**src/rtl/scale_shifter_pkg.sv**
```systemverilog
`timescale 1ns/1ps
package scale_shifter_pkg;
  localparam int DATA_W    = 16;
  localparam int OUT_W     = 32;
  localparam int CNT_W     = 5;
  localparam int MAX_SHIFT = 16;
  localparam int SH_W      = $clog2(MAX_SHIFT + 1);
  localparam int EXT_W     = OUT_W - DATA_W;

  typedef struct packed {
    logic [SH_W-1:0] amount;    // clamped shift amount
    logic            fillOnes;  // upper fill is ones
    logic            clamped;   // request exceeded MAX_SHIFT
  } shiftCtrl_t;
endpackage

```
**src/rtl/scale_shifter_ctrl.sv**
```systemverilog
`timescale 1ns/1ps
module scaleShifterCtrl
  import scale_shifter_pkg::*;
(
  input  logic             clk,
  input  logic             rstN,
  input  logic [CNT_W-1:0] shiftCnt,
  input  logic             signExtEn,
  input  logic             dataMsb,
  output shiftCtrl_t       ctrl
);
  logic overLimit;

  always_comb begin
    overLimit     = (int'(shiftCnt) > MAX_SHIFT);
    ctrl.clamped  = overLimit;
    ctrl.amount   = overLimit ? SH_W'(MAX_SHIFT) : SH_W'(shiftCnt);
    ctrl.fillOnes = signExtEn & dataMsb;
  end

  // the amount handed on never exceeds the limit
  p_amount_bound_r5: assert property (@(posedge clk) disable iff (!rstN)
    int'(ctrl.amount) <= MAX_SHIFT);

  // a clamped request always runs at the full limit
  p_clamp_full_r5: assert property (@(posedge clk) disable iff (!rstN)
    ctrl.clamped |-> (int'(ctrl.amount) == MAX_SHIFT));
endmodule

```
**src/rtl/scale_shifter_dp.sv**
```systemverilog
`timescale 1ns/1ps
module scaleShifterDp
  import scale_shifter_pkg::*;
(
  input  logic              clk,
  input  logic              rstN,
  input  logic [DATA_W-1:0] dataIn,
  input  shiftCtrl_t        ctrl,
  output logic [OUT_W-1:0]  wideOut
);
  logic [OUT_W-1:0] stage [SH_W+1];

  assign stage[0] = {{EXT_W{ctrl.fillOnes}}, dataIn};

  for (genvar k = 0; k < SH_W; k++) begin : g_stage
    assign stage[k+1] = ctrl.amount[k] ? (stage[k] << (1 << k)) : stage[k];
  end

  assign wideOut = stage[SH_W];

  // the vacated low positions are zero
  p_low_zero_r1: assert property (@(posedge clk) disable iff (!rstN)
    (wideOut & ((OUT_W'(1) << ctrl.amount) - OUT_W'(1))) == '0);

  // with zero fill nothing appears above the shifted word
  p_top_clear_r3: assert property (@(posedge clk) disable iff (!rstN)
    !ctrl.fillOnes |-> ((wideOut >> (DATA_W + int'(ctrl.amount))) == '0));

  // a negative extended input stays negative
  p_sign_kept_r4: assert property (@(posedge clk) disable iff (!rstN)
    ctrl.fillOnes |-> wideOut[OUT_W-1]);

  // a full shift lands the input word in the upper half
  p_full_shift_r6: assert property (@(posedge clk) disable iff (!rstN)
    (int'(ctrl.amount) == MAX_SHIFT) |-> (wideOut == {dataIn, {DATA_W{1'b0}}}));
endmodule

```
**src/rtl/scaleShifter.sv**
```systemverilog
`timescale 1ns/1ps
module scaleShifter
  import scale_shifter_pkg::*;
#(
  parameter bit PIPE_EN = 1'b0
) (
  input  logic              clk,
  input  logic              rstN,
  input  logic [DATA_W-1:0] dataIn,
  input  logic [CNT_W-1:0]  shiftCnt,
  input  logic              signExtEn,
  output logic [OUT_W-1:0]  resultOut,
  output logic              rangeErr
);
  shiftCtrl_t       ctrl;
  logic [OUT_W-1:0] combOut;

  scaleShifterCtrl u_ctrl (
    .clk       (clk),
    .rstN      (rstN),
    .shiftCnt  (shiftCnt),
    .signExtEn (signExtEn),
    .dataMsb   (dataIn[DATA_W-1]),
    .ctrl      (ctrl)
  );

  scaleShifterDp u_dp (
    .clk     (clk),
    .rstN    (rstN),
    .dataIn  (dataIn),
    .ctrl    (ctrl),
    .wideOut (combOut)
  );

  if (PIPE_EN) begin : g_pipe
    always_ff @(posedge clk or negedge rstN) begin
      if (!rstN) begin
        resultOut <= '0;
        rangeErr  <= 1'b0;
      end else begin
        resultOut <= combOut;
        rangeErr  <= ctrl.clamped;
      end
    end

    // registered outputs trail the shifter by exactly one cycle
    p_one_cycle_r8: assert property (@(posedge clk) disable iff (!rstN)
      $past(rstN) |-> (resultOut == $past(combOut) && rangeErr == $past(ctrl.clamped)));
  end else begin : g_comb
    assign resultOut = combOut;
    assign rangeErr  = ctrl.clamped;

    // combinational outputs follow the shifter directly
    p_same_cycle_r7: assert property (@(posedge clk) disable iff (!rstN)
      (resultOut == combOut) && (rangeErr == (int'(shiftCnt) > MAX_SHIFT)));
  end
endmodule

```
**config.mk**
```make
export PLATFORM = sky130hd
export DESIGN_NAME = scaleShifter
export DESIGN_NICKNAME = d
export VERILOG_FILES = /design/src/rtl/scale_shifter_pkg.sv /design/src/rtl/scale_shifter_ctrl.sv /design/src/rtl/scale_shifter_dp.sv /design/src/rtl/scaleShifter.sv
export SDC_FILE = /design/constraint.sdc
export NUM_CORES = 1
export LEC_CHECK = 0
export BUFFER_PORTS_ARGS = -buffer_cell sky130_fd_sc_hd__buf_2
export CELL_PAD_IN_SITES_DETAIL_PLACEMENT = 1
export CELL_PAD_IN_SITES_GLOBAL_PLACEMENT = 1
export CORE_MARGIN = 5
export CORE_UTILIZATION = 35
export DETAILED_ROUTE_END_ITERATION = 10
export PLACE_DENSITY = 0.89
export SYNTH_ARGS = -nofsm -noshare
export SYNTH_HDL_FRONTEND = slang
export SYNTH_SLANG_ARGS = --single-unit
export TNS_END_PERCENT = 10
```
**constraint.sdc**
```tcl
create_clock -name vclk -period 2.9
set_clock_uncertainty 0.1 [all_clocks]
set_input_delay 0.29 -clock vclk [all_inputs]
set_output_delay 0.29 -clock vclk [all_outputs]
set_load 0.005 [all_outputs]
```
**Word-level counts from Yosys, hierarchy flattened**

Cells that the tools add are included.

- Magnitude comparators: 1
- Muxes and demuxes: 6
- Bitwise gates (word level): 1

Operator list:

| cell | count |
|---|---|
| 32-bit two-way mux | 1 |
| 31-bit two-way mux | 1 |
| 23-bit two-way mux | 1 |
| 19-bit two-way mux | 1 |
| 17-bit two-way mux | 1 |
| 5-bit > comparator, second input constant | 1 |
| 5-bit two-way mux | 1 |
| 1-bit bitwise AND | 1 |

- Flip-flop bits (word level): 0
- Input bits: 24
- Output and inout bits: 33
- Logic and storage cells: 8

**Depth between registers and ports, before layout**

Gate-level depths: netlist of the first run.

- Word-level depth: 7
- Mapped depth: 7
- Mapped depth without buffers: 5

**By module**

A second synthesis of the first run with hierarchy kept.

- Cell total of the unflattened synthesis: 179
- Area, all modules: 1432.6 µm²

Modules (own cells, without submodules):

| module | instances | cells each | area an instance (µm²) | sequential area each (µm²) |
|---|---|---|---|---|
| scaleShifterDp | 1 | 171 | 1378.8 | 0.0 |
| scaleShifterCtrl | 1 | 8 | 53.8 | 0.0 |

**Worst setup path after synthesis of the first run**

Ideal clock, no wire load.

- Path kind: input to output
- Start point: in shiftCnt[0]
- End point: out resultOut[17]
- Data arrival time: 1.578 ns
- Data required time: 2.510 ns
- Path slack: 0.932 ns
- Stages on the path: 5
- Buffers on the path: 1
- Cell sequence: nor2b_1 > clkbuf_1 > mux4_2 > mux2_4 > o21ai_2

- Longest elaborated chain between the ends: 7

Ends and longest elaborated chain:

| item | line | RTL |
|---|---|---|
| from (decl) | scaleShifter.sv:10 | `input logic [CNT_W-1:0] shiftCnt,` |
| 5-bit > comparator | scale_shifter_ctrl.sv:15 | `overLimit = (int'(shiftCnt) > MAX_SHIFT);` |
| 5-bit two-way mux * | scale_shifter_ctrl.sv:17 | `ctrl.amount = overLimit ? SH_W'(MAX_SHIFT) : SH_W'(shiftCnt);` |
| 17-bit two-way mux | scale_shifter_dp.sv:16 | `assign stage[k+1] = ctrl.amount[k] ? (stage[k] << (1 << k)) : stage[k];` |
| 19-bit two-way mux | scale_shifter_dp.sv:16 |  |
| 23-bit two-way mux | scale_shifter_dp.sv:16 |  |
| 31-bit two-way mux | scale_shifter_dp.sv:16 |  |
| 32-bit two-way mux * | scale_shifter_dp.sv:16 |  |
| to (decl) | scaleShifter.sv:12 | `output logic [OUT_W-1:0] resultOut,` |

Every way passes the cells marked *; elsewhere a longest branch is shown, timed or not.

**Worst setup path after layout of the first run**

- Start point: in shiftCnt[4]
- End point: out resultOut[20]

Same word-level chain as after synthesis.

==> summary.txt, run 1 <==
Run status
  – Status: completed

Synth
  – Syn Area/Cell: around 7.4 um2
  – Syn nets: about 190
  – Register area share after synthesis: 0%
  – Cell taking the most area after synthesis: mux2i_1
  – Mapped Area: 1220 um2
  – Post-synth top area share: a little under a quarter
  – Syn Inst Count: roughly 170
  – Largest cells by area after synthesis: mux2i_1 (23%), mux4_2 (13%), a21oi_1 (5.7%)
  – Syn. warnings: 0
  – Post-synth cell types: between 40 and 50

STA
  – Tightest Pin Transition: between 0.6 and 0.7 ns
  – Unrepaired setup endpoints after global routing: false
  – Final Setup Violations: 0
  – Setup TNS: 0 ns
  – Max_slew headroom: a little over half
  – Max-slew violations: 0
  – Max Freq: about 380 MHz
  – Worst Setup Slack, final: between 0.2 and 0.3 ns
  – Post-route clock period utilization: 91.3%
  – Hold_ws: about 0.83 ns
  – Tmin final: between 2 and 3 ns
  – Final Hold Fails: 0

Critical path
  – Worst-path fanout max: 20
  – CP Capture Type: primary output
  – Slowest cell on crit path: mux4_2
  – Critical path type: in -> out
  – Critical Path Most Common Cell: buf_2
  – Critical Path, Cell by Cell: buf_2 -> nor2b_4 -> mux2i_1 -> mux4_2 -> a221oi_2 -> buf_2
  – Data arrival time of the critical path: roughly 2.3 ns
  – Worst setup path startpoint: shiftCnt[4]
  – Worst setup path end: resultOut[20]
  – Slowest cell delay on critical path: ~0.56 ns
  – WP data required: approximately 2.5 ns
  – Startpoint Class: primary input

Power
  – VDD IR-drop max: 74.9 uV
  – Total Power: roughly 0.00028 W
  – Leak pwr: around 0.7 nW
  – Power per cell area: 185 nW/um2

Global routing
  – First-pass GRT wire length: 7890 um
  – Largest net degree at the start of global routing: 21
  – Grt ovf: 0
  – Total GRT Usage: between 10% and 20%
  – Initial antenna violation count: 0
  – Vias in the first global route: between 1,500 and 2,000

Drt
  – Routed Antenna Nets: 0
  – Drt total wl: 4780 um
  – Vias/cell: 6.00
  – Starting DRT DRC Count: around 110
  – Detail-routed net length per standard cell: ~19 um
  – Total number of vias: roughly 1,500
  – Drt pass-1 iters: 4
  – Post-route DRC: 0

Final layout
  – NumNets Final: 238
  – Clk_buf instances: 0
  – Commonest non-fill, non-tap cell in the layout: buf_2
  – Antenna fix cells: 0
  – Most frequent cells in the layout: buf_2 (55), mux2i_1 (28), nor2_1 (15)
  – Share of cells above drive strength 1: 38.7%
  – Sequential cell area: 0 um2
  – Area delta synth->final: 25.2%
  – Seq cells: 0

Place
  – Gpl congestion: roughly 0.94
  – DP HPWL: between 3000 and 4000 um
  – PortBufs: 55
  – DP Worst Slack: roughly 0.25 ns

Min path
  – Classification of the worst-slack hold path: in -> out

Die
  – Placement Rows: 21
  – Die X: approximately 70 um
  – Initial Util: 36.3%
  – Die ar.: roughly 4800 um2
  – IO Pins: 57
  – Core ar.: roughly 3400 um2
  – Chip height: just under 70 um

Run
  – Max-cap violations: 0

Clocking
  – Postcts setup bufs: 0
  – # hold bufs at CTS: 0
  – PostCTS Resize Cnt: 0
-- worst min path at each step --
stage | start | end | slack [ns] | cells after the start
2_1_floorplan | dataIn[15] | resultOut[31] | 0.57 | 1
4_1_cts | dataIn[11] | resultOut[27] | 0.84 | 4
3_3_place_gp | dataIn[13] | resultOut[29] | 0.82 | 4
3_5_place_dp | dataIn[11] | resultOut[27] | 0.83 | 4
5_1_grt | dataIn[8] | resultOut[24] | 0.86 | 3
6_report | dataIn[11] | resultOut[27] | 0.83 | 4
-- critical path: cells and delay by family --
family	cells	cell delay [ns]
buffers and inverters	2	0.30
AO/OA/AOI/OAI	1	0.31
multiplexers	2	0.80
AND/OR/NAND/NOR	1	0.55
-- report_power, final --
part | internal, W | total, W | leakage (nW) | switching [W]
registers | 0 | 0 | 0 | 0
logic | 0.000128 | 0.000283 | 0.705 | 0.000154
clock network | 0 | 0 | 0 | 0
-- metrics by stage --
stage	area (um2)	utilization (%)	cells
final	1530	45.5	258
after CTS	1530	45.5	258
after detailed placement	1530	45.5	258
after global placement	1530	45.5	258
after global routing	1530	45.5	258
after floorplan	1220	-	165
-- area by class of cell --
class | count | area, um2
Tap cell | 46 | 57.6
Multi-Input combinational cell | 143 | 1110
Fill cell | 463 | 1830
Inverter | 5 | 18.8
Timing Repair Buffer | 64 | 343
-- synthesized netlist by cell type (2+ instances only) --
library cell and n:
a21o_1 3, a21oi_1 14, a22o_1 2, and3_1 2, buf_1 2, buf_2 4
clkbuf_1 9, inv_1 4, mux2_2 5, mux2i_1 28, mux4_2 7, nand2_1 13
nand2b_1 3, nand3_1 2, nand3b_1 2, nor2_1 15, nor2b_1 4, nor3_1 2
nor4_1 2, o21a_1 4, o21ai_0 4, o21ai_1 7, o22ai_1 5, o32ai_1 2
-- cell families (layout without fill, tap and decap cells) --
group,after synthesis,after routing,share of synthesized area (%)
compound gates,52,52,28.3
simple gates,49,49,20.0
mux,42,42,42.6
buf+inv,22,69,9.12
-- routing by layer --
metal | global-route usage [%] | wire [um]
met1 | 24.9 | 2060
met2 | 33.5 | 2360
met3 | 2.91 | 309
met4 | 3.69 | 54
met5 | 0 | 0
No activity file was read; power rests on OpenSTA's default activity.
==> run 2: changes to the inputs <==
--- a/config.mk
+++ b/config.mk
@@ -11,7 +11,7 @@
 export CORE_MARGIN = 5
 export CORE_UTILIZATION = 35
 export DETAILED_ROUTE_END_ITERATION = 10
-export PLACE_DENSITY = 0.89
+export PLACE_DENSITY = 0.85
 export SYNTH_ARGS = -nofsm -noshare
 export SYNTH_HDL_FRONTEND = slang
 export SYNTH_SLANG_ARGS = --single-unit
==> run 2 against run 1 <==
Compared with the run above: combinational power hardly changed; sequential cell count unchanged; utilization shrank 0.074 points; maximum frequency up 1.1%; largest power group unchanged; cell count decreased by 0.78%; via count shrank 2.2%; hold slack improved by 0.0051 ns.
==> summary.txt, run 2 (synthesized netlist as in run 1, its figures left out) <==
Power
  – Total Power: 0.000281 W (-0.71%)
  – Leak pwr: 0.698 nW (-0.99%)
  – VDD IR-drop max: 57.3 uV (-24%)
  – Power per cell area: 184 nW/um2 (-0.55%)

Final layout
  – Share of cells above drive strength 1: 38.1% (-0.58 points)
  – NumNets Final: 236 (-0.84%)
  – Area delta synth->final: 25.0%
  – Antenna fix cells: 0 (unchanged)
  – Final cell count without fillers: 256 (-0.78%)
  – Sequential cell area: 0 um2 (unchanged)
  – Commonest non-fill, non-tap cell in the layout: buf_2
  – Clk_buf instances: 0 (unchanged)
  – Seq cells: 0 (unchanged)
  – Most frequent cells in the layout: buf_2 (55), mux2i_1 (28), nor2_1 (15)

Min path
  – Classification of the worst-slack hold path: in -> out

Die
  – Initial Util: 36.3% (unchanged)
  – Die X: 69.1 um (unchanged)
  – Chip height: 69.1 um (unchanged)
  – Die ar.: 4770 um2 (unchanged)
  – Core ar.: 3360 um2 (unchanged)
  – IO Pins: 57 (unchanged)
  – Placement Rows: 21 (unchanged)

STA
  – Post-route clock period utilization: 90.4% (-0.95 points)
  – Tightest Pin Transition: 0.649 ns (-0.0293 ns)
  – Final Setup Violations: 0 (unchanged)
  – Max_slew headroom: 56.6% (+2.0 points)
  – Max-slew violations: 0 (unchanged)
  – Max Freq: 382 MHz (+1.1%)
  – Unrepaired setup endpoints after global routing: false
  – Final Hold Fails: 0 (unchanged)
  – Tmin final: 2.62 ns (-0.0277 ns)
  – Setup TNS: 0 ns (unchanged)

Drt
  – Starting DRT DRC Count: 83 (-24%)
  – Routed Antenna Nets: 0 (unchanged)
  – Drt pass-1 iters: 4 (unchanged)
  – Detail-routed net length per standard cell: 17.8 um (-4.1%)
  – Drt total wl: 4550 um (-4.9%)
  – Vias/cell: 5.91 (-1.4%)
  – Total number of vias: 1,514 (-2.2%)
  – Post-route DRC: 0 (unchanged)

Global routing
  – Total GRT Usage: 18.4% (-0.76 points)
  – First-pass GRT wire length: 7620 um (-3.3%)
  – Vias in the first global route: 1,468 (-8.9%)
  – Grt ovf: 0 (unchanged)
  – Initial antenna violation count: 0 (unchanged)
  – Largest net degree at the start of global routing: 21 (unchanged)

Place
  – PortBufs: 55 (unchanged)
  – Gpl congestion: 0.896 (-4.9%)
  – Placed Instances: 256 (-0.78%)
  – DP HPWL: 3630 um (-6.4%)

Clocking
  – PostCTS Resize Cnt: 0 (unchanged)
  – Postcts setup bufs: 0 (unchanged)
  – # hold bufs at CTS: 0 (unchanged)

Critical path
  – CP Capture Type: primary output
  – WP data required: 2.51 ns (about the same)
  – Worst-path fanout max: 20 (unchanged)
  – Critical path type: in -> out
  – Data arrival time of the critical path: 2.23 ns (-0.03 ns)
  – Startpoint Class: primary input

Run
  – Max-cap violations: 0 (unchanged)

Run status
  – Status: completed
## run 2: cell types whose count changed in the layout (fill, tap and decap cells not counted), sizes merged
cell,delta
buf,-2
## run 2: layout make-up
type               instances  area, um2
well taps                 46       57.6
multi-input cells        143       1110
fillers                  462       1840
inverters                  5       18.8
repair buffers            62        340
## run 2: layer usage
metal  vias to the layer above  track usage [%]  part of all wire (%)
li1                        719                -                     -
met1                       733             26.9                    46
met2                        62             30.5                    48
met3                         0             2.47                   6.1
met4                         0            0.217                     0
met5                         -                0                     0
## run 2: where the power goes
group / internal [W] / switching, W / leakage [nW] / total, W
Clock: 0 / 0 / 0 / 0
Sequential: 0 / 0 / 0 / 0
Combinational: 0.000128 / 0.000153 / 0.698 / 0.000281
## run 2: worst paths after layout
path         from             to  slack [ns]  cells past startpoint
max   shiftCnt[4]  resultOut[17]        0.28                      7
min    dataIn[14]  resultOut[30]        0.84                      4
## run 2: critical path, stage by stage
cell and delay (ns):
buf_2 0.12, nor2b_4 0.53, mux2i_1 0.25, mux4_2 0.52
mux2_4 0.28, o21ai_2 0.11, buf_2 0.12
## run 2: through the flow
step / area [um2] / hold slack (ns) / utilization [%] / setup slack [ns]
3_5_place_dp: 1530 / 0.837 / 45.4 / 0.281
6_report: 1530 / 0.836 / 45.4 / 0.280
2_1_floorplan: 1220 / 0.570 / - / 0.932
4_1_cts: 1530 / 0.839 / 45.4 / 0.279
3_3_place_gp: 1530 / 0.832 / 45.4 / 0.317
5_1_grt: 1530 / 0.855 / 45.4 / 0.162
